<file path="src/rtl/arb_retry_pkg.sv">
package arb_retry_pkg;
  typedef enum logic [2:0] {
    ST_IDLE     = 3'd0,
    ST_TX       = 3'd1,
    ST_WAIT_WIN = 3'd2,
    ST_WAIT_IFS = 3'd3,
    ST_RETRY    = 3'd4
  } rt_state_e;
endpackage

</file>
<file path="src/rtl/arb_retry_cnt.sv">
module arb_retry_cnt #(
  parameter int LIMIT_W = 2
) (
  input  logic               clk,
  input  logic               rst,
  input  logic               clr,
  input  logic               inc,
  input  logic [LIMIT_W-1:0] limit,
  output logic [LIMIT_W-1:0] count,
  output logic               at_limit
);
  localparam logic [LIMIT_W-1:0] CNT_MAX = {LIMIT_W{1'b1}};

  logic [LIMIT_W-1:0] cnt_q;

  always_ff @(posedge clk) begin
    if (rst) begin
      cnt_q <= '0;
    end else if (clr) begin
      cnt_q <= '0;
    end else if (inc && (cnt_q != CNT_MAX)) begin
      cnt_q <= cnt_q + 1'b1;
    end
  end

  assign count    = cnt_q;
  assign at_limit = (cnt_q >= limit);
endmodule

</file>
<file path="src/rtl/arb_retry_flag.sv">
module arb_retry_flag (
  input  logic clk,
  input  logic rst,
  input  logic set,
  input  logic w1c,
  input  logic restart,
  output logic flag
);
  logic flag_q;

  always_ff @(posedge clk) begin
    if (rst) begin
      flag_q <= 1'b0;
    end else if (set) begin
      flag_q <= 1'b1;
    end else if (w1c || restart) begin
      flag_q <= 1'b0;
    end
  end

  assign flag = flag_q;
endmodule

</file>
<file path="src/rtl/arb_retry_fsm.sv">
module arb_retry_fsm
  import arb_retry_pkg::*;
(
  input  logic clk,
  input  logic rst,
  input  logic start_cmd,
  input  logic arb_lost,
  input  logic winner_end,
  input  logic ifs_done,
  input  logic tx_done,
  input  logic at_limit,
  output logic cnt_inc,
  output logic cnt_clr,
  output logic flag_set,
  output logic retx_req
);
  rt_state_e st_q, st_d;
  logic      retx_q;

  always_comb begin
    st_d     = st_q;
    cnt_inc  = 1'b0;
    cnt_clr  = 1'b0;
    flag_set = 1'b0;
    if (start_cmd) begin
      st_d    = ST_TX;
      cnt_clr = 1'b1;
    end else begin
      case (st_q)
        ST_IDLE: st_d = ST_IDLE;
        ST_TX: begin
          if (tx_done) begin
            st_d    = ST_IDLE;
            cnt_clr = 1'b1;
          end else if (arb_lost) begin
            if (at_limit) begin
              flag_set = 1'b1;
              st_d     = ST_IDLE;
            end else begin
              cnt_inc = 1'b1;
              st_d    = ST_WAIT_WIN;
            end
          end
        end
        ST_WAIT_WIN: if (winner_end) st_d = ST_WAIT_IFS;
        ST_WAIT_IFS: if (ifs_done) st_d = ST_RETRY;
        ST_RETRY:    st_d = ST_TX;
        default:     st_d = ST_IDLE;
      endcase
    end
  end

  always_ff @(posedge clk) begin
    if (rst) begin
      st_q   <= ST_IDLE;
      retx_q <= 1'b0;
    end else begin
      st_q   <= st_d;
      retx_q <= (st_d == ST_RETRY);
    end
  end

  assign retx_req = retx_q;
endmodule

</file>
<file path="src/rtl/arb_retry_ctrl.sv">
module arb_retry_ctrl #(
  parameter int LIMIT_W = 2
) (
  input  logic               clk,
  input  logic               rst,
  input  logic [LIMIT_W-1:0] retry_limit,
  input  logic               start_cmd,
  input  logic               arb_lost,
  input  logic               winner_end,
  input  logic               ifs_done,
  input  logic               tx_done,
  input  logic               flag_clr,
  output logic               retx_req,
  output logic               arb_lost_flag
);
  logic               cnt_inc;
  logic               cnt_clr;
  logic               flag_set;
  logic               at_limit;
  logic [LIMIT_W-1:0] retry_cnt;

  arb_retry_fsm u_fsm (
    .clk        (clk),
    .rst        (rst),
    .start_cmd  (start_cmd),
    .arb_lost   (arb_lost),
    .winner_end (winner_end),
    .ifs_done   (ifs_done),
    .tx_done    (tx_done),
    .at_limit   (at_limit),
    .cnt_inc    (cnt_inc),
    .cnt_clr    (cnt_clr),
    .flag_set   (flag_set),
    .retx_req   (retx_req)
  );

  arb_retry_cnt #(.LIMIT_W(LIMIT_W)) u_cnt (
    .clk      (clk),
    .rst      (rst),
    .clr      (cnt_clr),
    .inc      (cnt_inc),
    .limit    (retry_limit),
    .count    (retry_cnt),
    .at_limit (at_limit)
  );

  arb_retry_flag u_flag (
    .clk     (clk),
    .rst     (rst),
    .set     (flag_set),
    .w1c     (flag_clr),
    .restart (start_cmd),
    .flag    (arb_lost_flag)
  );
endmodule

</file>
<file path="config.mk">
export PLATFORM = sky130hd
export DESIGN_NAME = arb_retry_ctrl
export DESIGN_NICKNAME = d
export VERILOG_FILES = /design/src/rtl/arb_retry_pkg.sv /design/src/rtl/arb_retry_cnt.sv /design/src/rtl/arb_retry_flag.sv /design/src/rtl/arb_retry_fsm.sv /design/src/rtl/arb_retry_ctrl.sv
export SDC_FILE = /design/constraint.sdc
export NUM_CORES = 1
export LEC_CHECK = 0
export ABC_CLOCK_PERIOD_IN_PS = 2850
export BUFFER_PORTS_ARGS = -buffer_cell sky130_fd_sc_hd__buf_2
export CAP_MARGIN = 20
export CORE_AREA = 4 4 41 43
export DETAILED_ROUTE_END_ITERATION = 10
export DIE_AREA = 0 0 45 47
export SYNTH_ARGS = -nofsm -noshare
export SYNTH_HDL_FRONTEND = slang
export SYNTH_HIERARCHICAL = 1
export SYNTH_SLANG_ARGS = --single-unit
</file>
<file path="constraint.sdc">
create_clock -name clk -period 2.85 [get_ports clk]
set_input_delay 0.1425 -clock clk [delete_from_list [all_inputs] [get_ports clk]]
set_output_delay 0.1425 -clock clk [all_outputs]
set_load 0.03 [all_outputs]
</file>
# Yosys cells after proc, flatten, opt, wreduce, memory -nomap -nowiden
# Cells that the tools add are included.
# classes
addsub	1
magnitude_cmp	1
n_eq_ne	6
mux	22
reduce_logical	4
# ops
operator	count
$mux W1	15
$mux W3	5
$pmux W3 S4	1
$eq A3 B2 Y1 const B	2
$eq A3 B3 Y1 const B	2
$eq A3 B1 Y1 const B	1
$add A2 B1 Y2 const B	1
$ge A2 B2 Y1	1
$mux W2	1
$ne A2 B2 Y1 const B	1
$reduce_bool A2 Y1	1
$reduce_or A2 Y1	1
$logic_and A1 B1 Y1	1
$logic_or A1 B1 Y1	1
# word_totals
reg_bits	7
in_bits	10
output_inout_bits	2
word_cells	38

# Depth between registers and ports, before layout
# logic_depth
ltp_word	7
depth_mapped	9

# Cells and area by module
# Netlist, hierarchy kept.
# by_module_without_submodules
mod	instances	cells_each	area_per_inst_um2
arb_retry_fsm	1	25	236.5
arb_retry_cnt	1	14	151.4
arb_retry_flag	1	4	37.5

# Worst setup path before layout
# Ideal clock, no wire load.
# synth_path
path_type	flip-flop to flip-flop
start	register u_cnt.cnt_q[0], in the netlist u_cnt/count[0]
end	register u_cnt.cnt_q[1], in the netlist u_cnt/count[1]
arrival_time_ps	2049
setup_slack_ps	685
stages_incl_launch_ff	10
path_buffers	0
period_less_slack_ps	2165
cell_sequence	dfxtp_1 -> inv_1 -> ha_1 -> nand2b_1 -> a21o_1 -> or4b_1 -> nor3_1 -> nor2b_4 -> mux2i_1 -> nor3_2
# synth_between
elab_chain_len	7
# synth_lines
element	line_no	rtl
start: declaration	arb_retry_cnt.sv:14	logic [LIMIT_W-1:0] cnt_q;
start signal: assignment	arb_retry_cnt.sv:22	cnt_q <= cnt_q + 1'b1;
$ge A2 B2 Y1	arb_retry_cnt.sv:27	assign at_limit = (cnt_q >= limit);
named net at_limit	arb_retry_ctrl.sv:19	logic at_limit;
$mux W1	arb_retry_fsm.sv:36	if (at_limit) begin
$mux W1	arb_retry_fsm.sv:35	end else if (arb_lost) begin
$mux W1	arb_retry_fsm.sv:32	if (tx_done) begin
$mux W1	arb_retry_fsm.sv:29	case (st_q)
$mux W1	arb_retry_fsm.sv:25	if (start_cmd) begin
named net cnt_inc	arb_retry_ctrl.sv:16	logic cnt_inc;
$logic_and A1 B1 Y1	arb_retry_cnt.sv:21	end else if (inc && (cnt_q != CNT_MAX)) begin
# The timed path passes the listed nets, and every way through them passes these cells.
# A chain may end at the register's enable or synchronous reset.

# Worst setup path in the final report
# Ends and elaborated chain as after synthesis.

==> qor.yml <==
status: "complete, no violations"
min_path_type: "primary input to register"
synthCells: 43
synth_top_area_cell: "dfxtp_1"
initial_core_util_pct: 32.69
synth_area_per_cell_sq_um: 9.893
timing.final.ws_setup_ns: 0.5173
crit_chain: "inv_1 > ha_1 > nand2b_1 > a21o_1 > or4b_1 > nor3_1 > nor2b_4 > mux2i_1 > nor3_2"
rows: 13
ioPinCount: 12
dp_hpwl_um: 651.4
clockBufferDepth: 2
finClkSkew_ns: 0.004681
grt-ovfl-total: 0
async_flop_share_pct: 0
setup-tns-final_ns: 0
cp.required_ns: 2.99
ant_nets: 0
total_power_mw: 0.2170
postCtsSetupBuffers: 0
place_congestion: 0.6191
ys_seq_elements: 7
core_sq_um: 1301
timing.fmax_mhz: 428.7
die_width_um: 45
fin_crit_sh_pct: 81.85
hold_viol: 0
arrival_ns: 2.47
power.density_nw_per_um2: 413.0
drive_gt1_share_pct: 34.48
diodes: 0
port_buffers: 11
layout.nets: 72
dieArea_sq_um: 2115
timing.hold.ws_ns: 0.1378
dr_total_vias: 365
drv_slew: 0
instances_no_fill: 73
cts_num_sinks: 7
p_leak_nw: 0.2231
holdPathStages: 2
critPathCaptureType: "register"
ys.flop_type: "dfxtp_1"
setup_viol: 0
syn_area_sq_um: 425.4
r2r_setup_slack_ns: 0.52
yosysMostFrequentCell: "dfxtp_1"
area.growth.synth_to_final_pct: 23.53
placed_area_sq_um: 499.2
synth_cell_types: 26
antenna_found_initial: 0
rr_startpoint: "u_cnt/count[0]"
drv_cap: 0
syn_nets: 56
peakVddDrop_uv: 252.5
rsz0062_at_grt: "no"
grt_pass1_vias: 385
hp-start: "start_cmd"
ys_seq_area_share_pct: 32.94
post-place-cells: 69
synth_edf_count: 0
crit_fanout: 3
insertion_delay_ns: 0.25
dp_worst_setup_slack_ns: 0.4955
wl_per_cell_um: 11.73
cts_resized: 0
period_needed_ns: 2.333
fin_area_sq_um: 525.5
grt_first_pass_wirelength_um: 1573
die_h_um: 47
cts_tree: "yes"
area.sequential_sq_um: 140.1
synth_warnings: 6
synthTopCellsByCount: "dfxtp_1 (7), inv_1 (4), ha_1 (3)"
synth_top_area_share_pct: 32.94
vias_per_cell: 5.000
hold_buffers: 0
grt_max_degree: 8
firstDrtPassIters: 2
ys_top_cells_by_area: "dfxtp_1 (33%), ha_1 (8.8%), nor3_2 (4.7%)"
fin_util_pct: 40.38
wirelength_um: 856
slowest_delay_ns: 0.54
drcViolationCount: 0
multi_input_area_sq_um: 270.3
cts-root-buf: "clkbuf_4"
cts-buffers-inserted: 3
fill_cells: 138
clk_pin_slew_ns: 0.06
r2r_end: "u_cnt/count[1]"
crit_path_start: "u_cnt/count[0]"
r2r_cells: 9
slew_headroom_pct: 75.08
cts_htree_levels: 1
cp-start-kind: "register"
endpoint: "u_cnt/count[1]"
grt_util_all_layers_pct: 10.55
critical-path-slowest-cell: "or4b_1"
critical_path_class: "register to register"
tightest_slew_ns: 0.3730
drt_iter0_markers: 3
[critical path: cells and delay by family (launching register included)]
kind	cells	cell delay, ns
mux	1	0.24
fa+ha+maj	1	0.25
compound gates	1	0.18
simple gates	5	1.11
flops	1	0.37
buf+inv	1	0.06
[how the worst min path moves through the flow]
stage | slack, ns | end
final | 0.14 | u_fsm/st_q[1]
after global routing | 0.14 | u_fsm/st_q[1]
after CTS | 0.13 | u_fsm/st_q[1]
after detailed placement | 0.40 | u_fsm/st_q[1]
after global placement | 0.40 | u_fsm/st_q[1]
after floorplan | 0.21 | u_flag/flag
[registers in the layout, indices dropped and copies added, names as in the netlist]
name,cells
u_fsm/st_q,3
u_fsm/retx_req,1
u_cnt/count,2
u_flag/flag,1
[cells by family (layout without fill, tap and decap cells)]
group	Yosys count	in the layout	share of synthesized area, %
buf+inv	4	19	3.528
xor+xnor	1	1	2.059
fa+ha+maj	3	3	8.824
flops	7	7	32.94
simple gates	20	20	39.41
mux	1	1	2.353
compound gates	7	7	10.88
[area by class of cell]
cell class	instances	share of cell area (%)
Tap cell	15	3.571
Inverter	4	2.857
Timing Repair Buffer	11	10.48
Clock buffer	4	5.000
Multi-Input combinational cell	32	51.43
Sequential cell	7	26.67
[layer usage]
| metal | track usage (%) | vias to the layer above | share of wire, % |
|---|---|---|---|
| li1 | - | 187 | - |
| met1 | 11.49 | 165 | 45 |
| met2 | 17.51 | 13 | 46 |
| met3 | 5.747 | 0 | 8.1 |
| met4 | 3.509 | 0 | 0 |
| met5 | 0 | - | 0 |
[where the power goes]
group          leakage, nW  internal (mW)  switching [mW]
sequential          0.0567         0.0991         0.00137
combinational        0.151         0.0121          0.0117
clock               0.0150         0.0536          0.0391
total                0.223          0.165          0.0522
[layout by cell type, fill, tap and decap left out, types with 2 or more instances in the layout]
cell type and instances:
nor4bb_1 2, ha_1 3, buf_2 11, a21o_1 2, clkbuf_4 3, inv_1 4, a21oi_1 2, nor4b_1 2
dfxtp_1 7, nand2b_1 2, nor3_2 2
No activity file was read; power rests on OpenSTA's default activity.
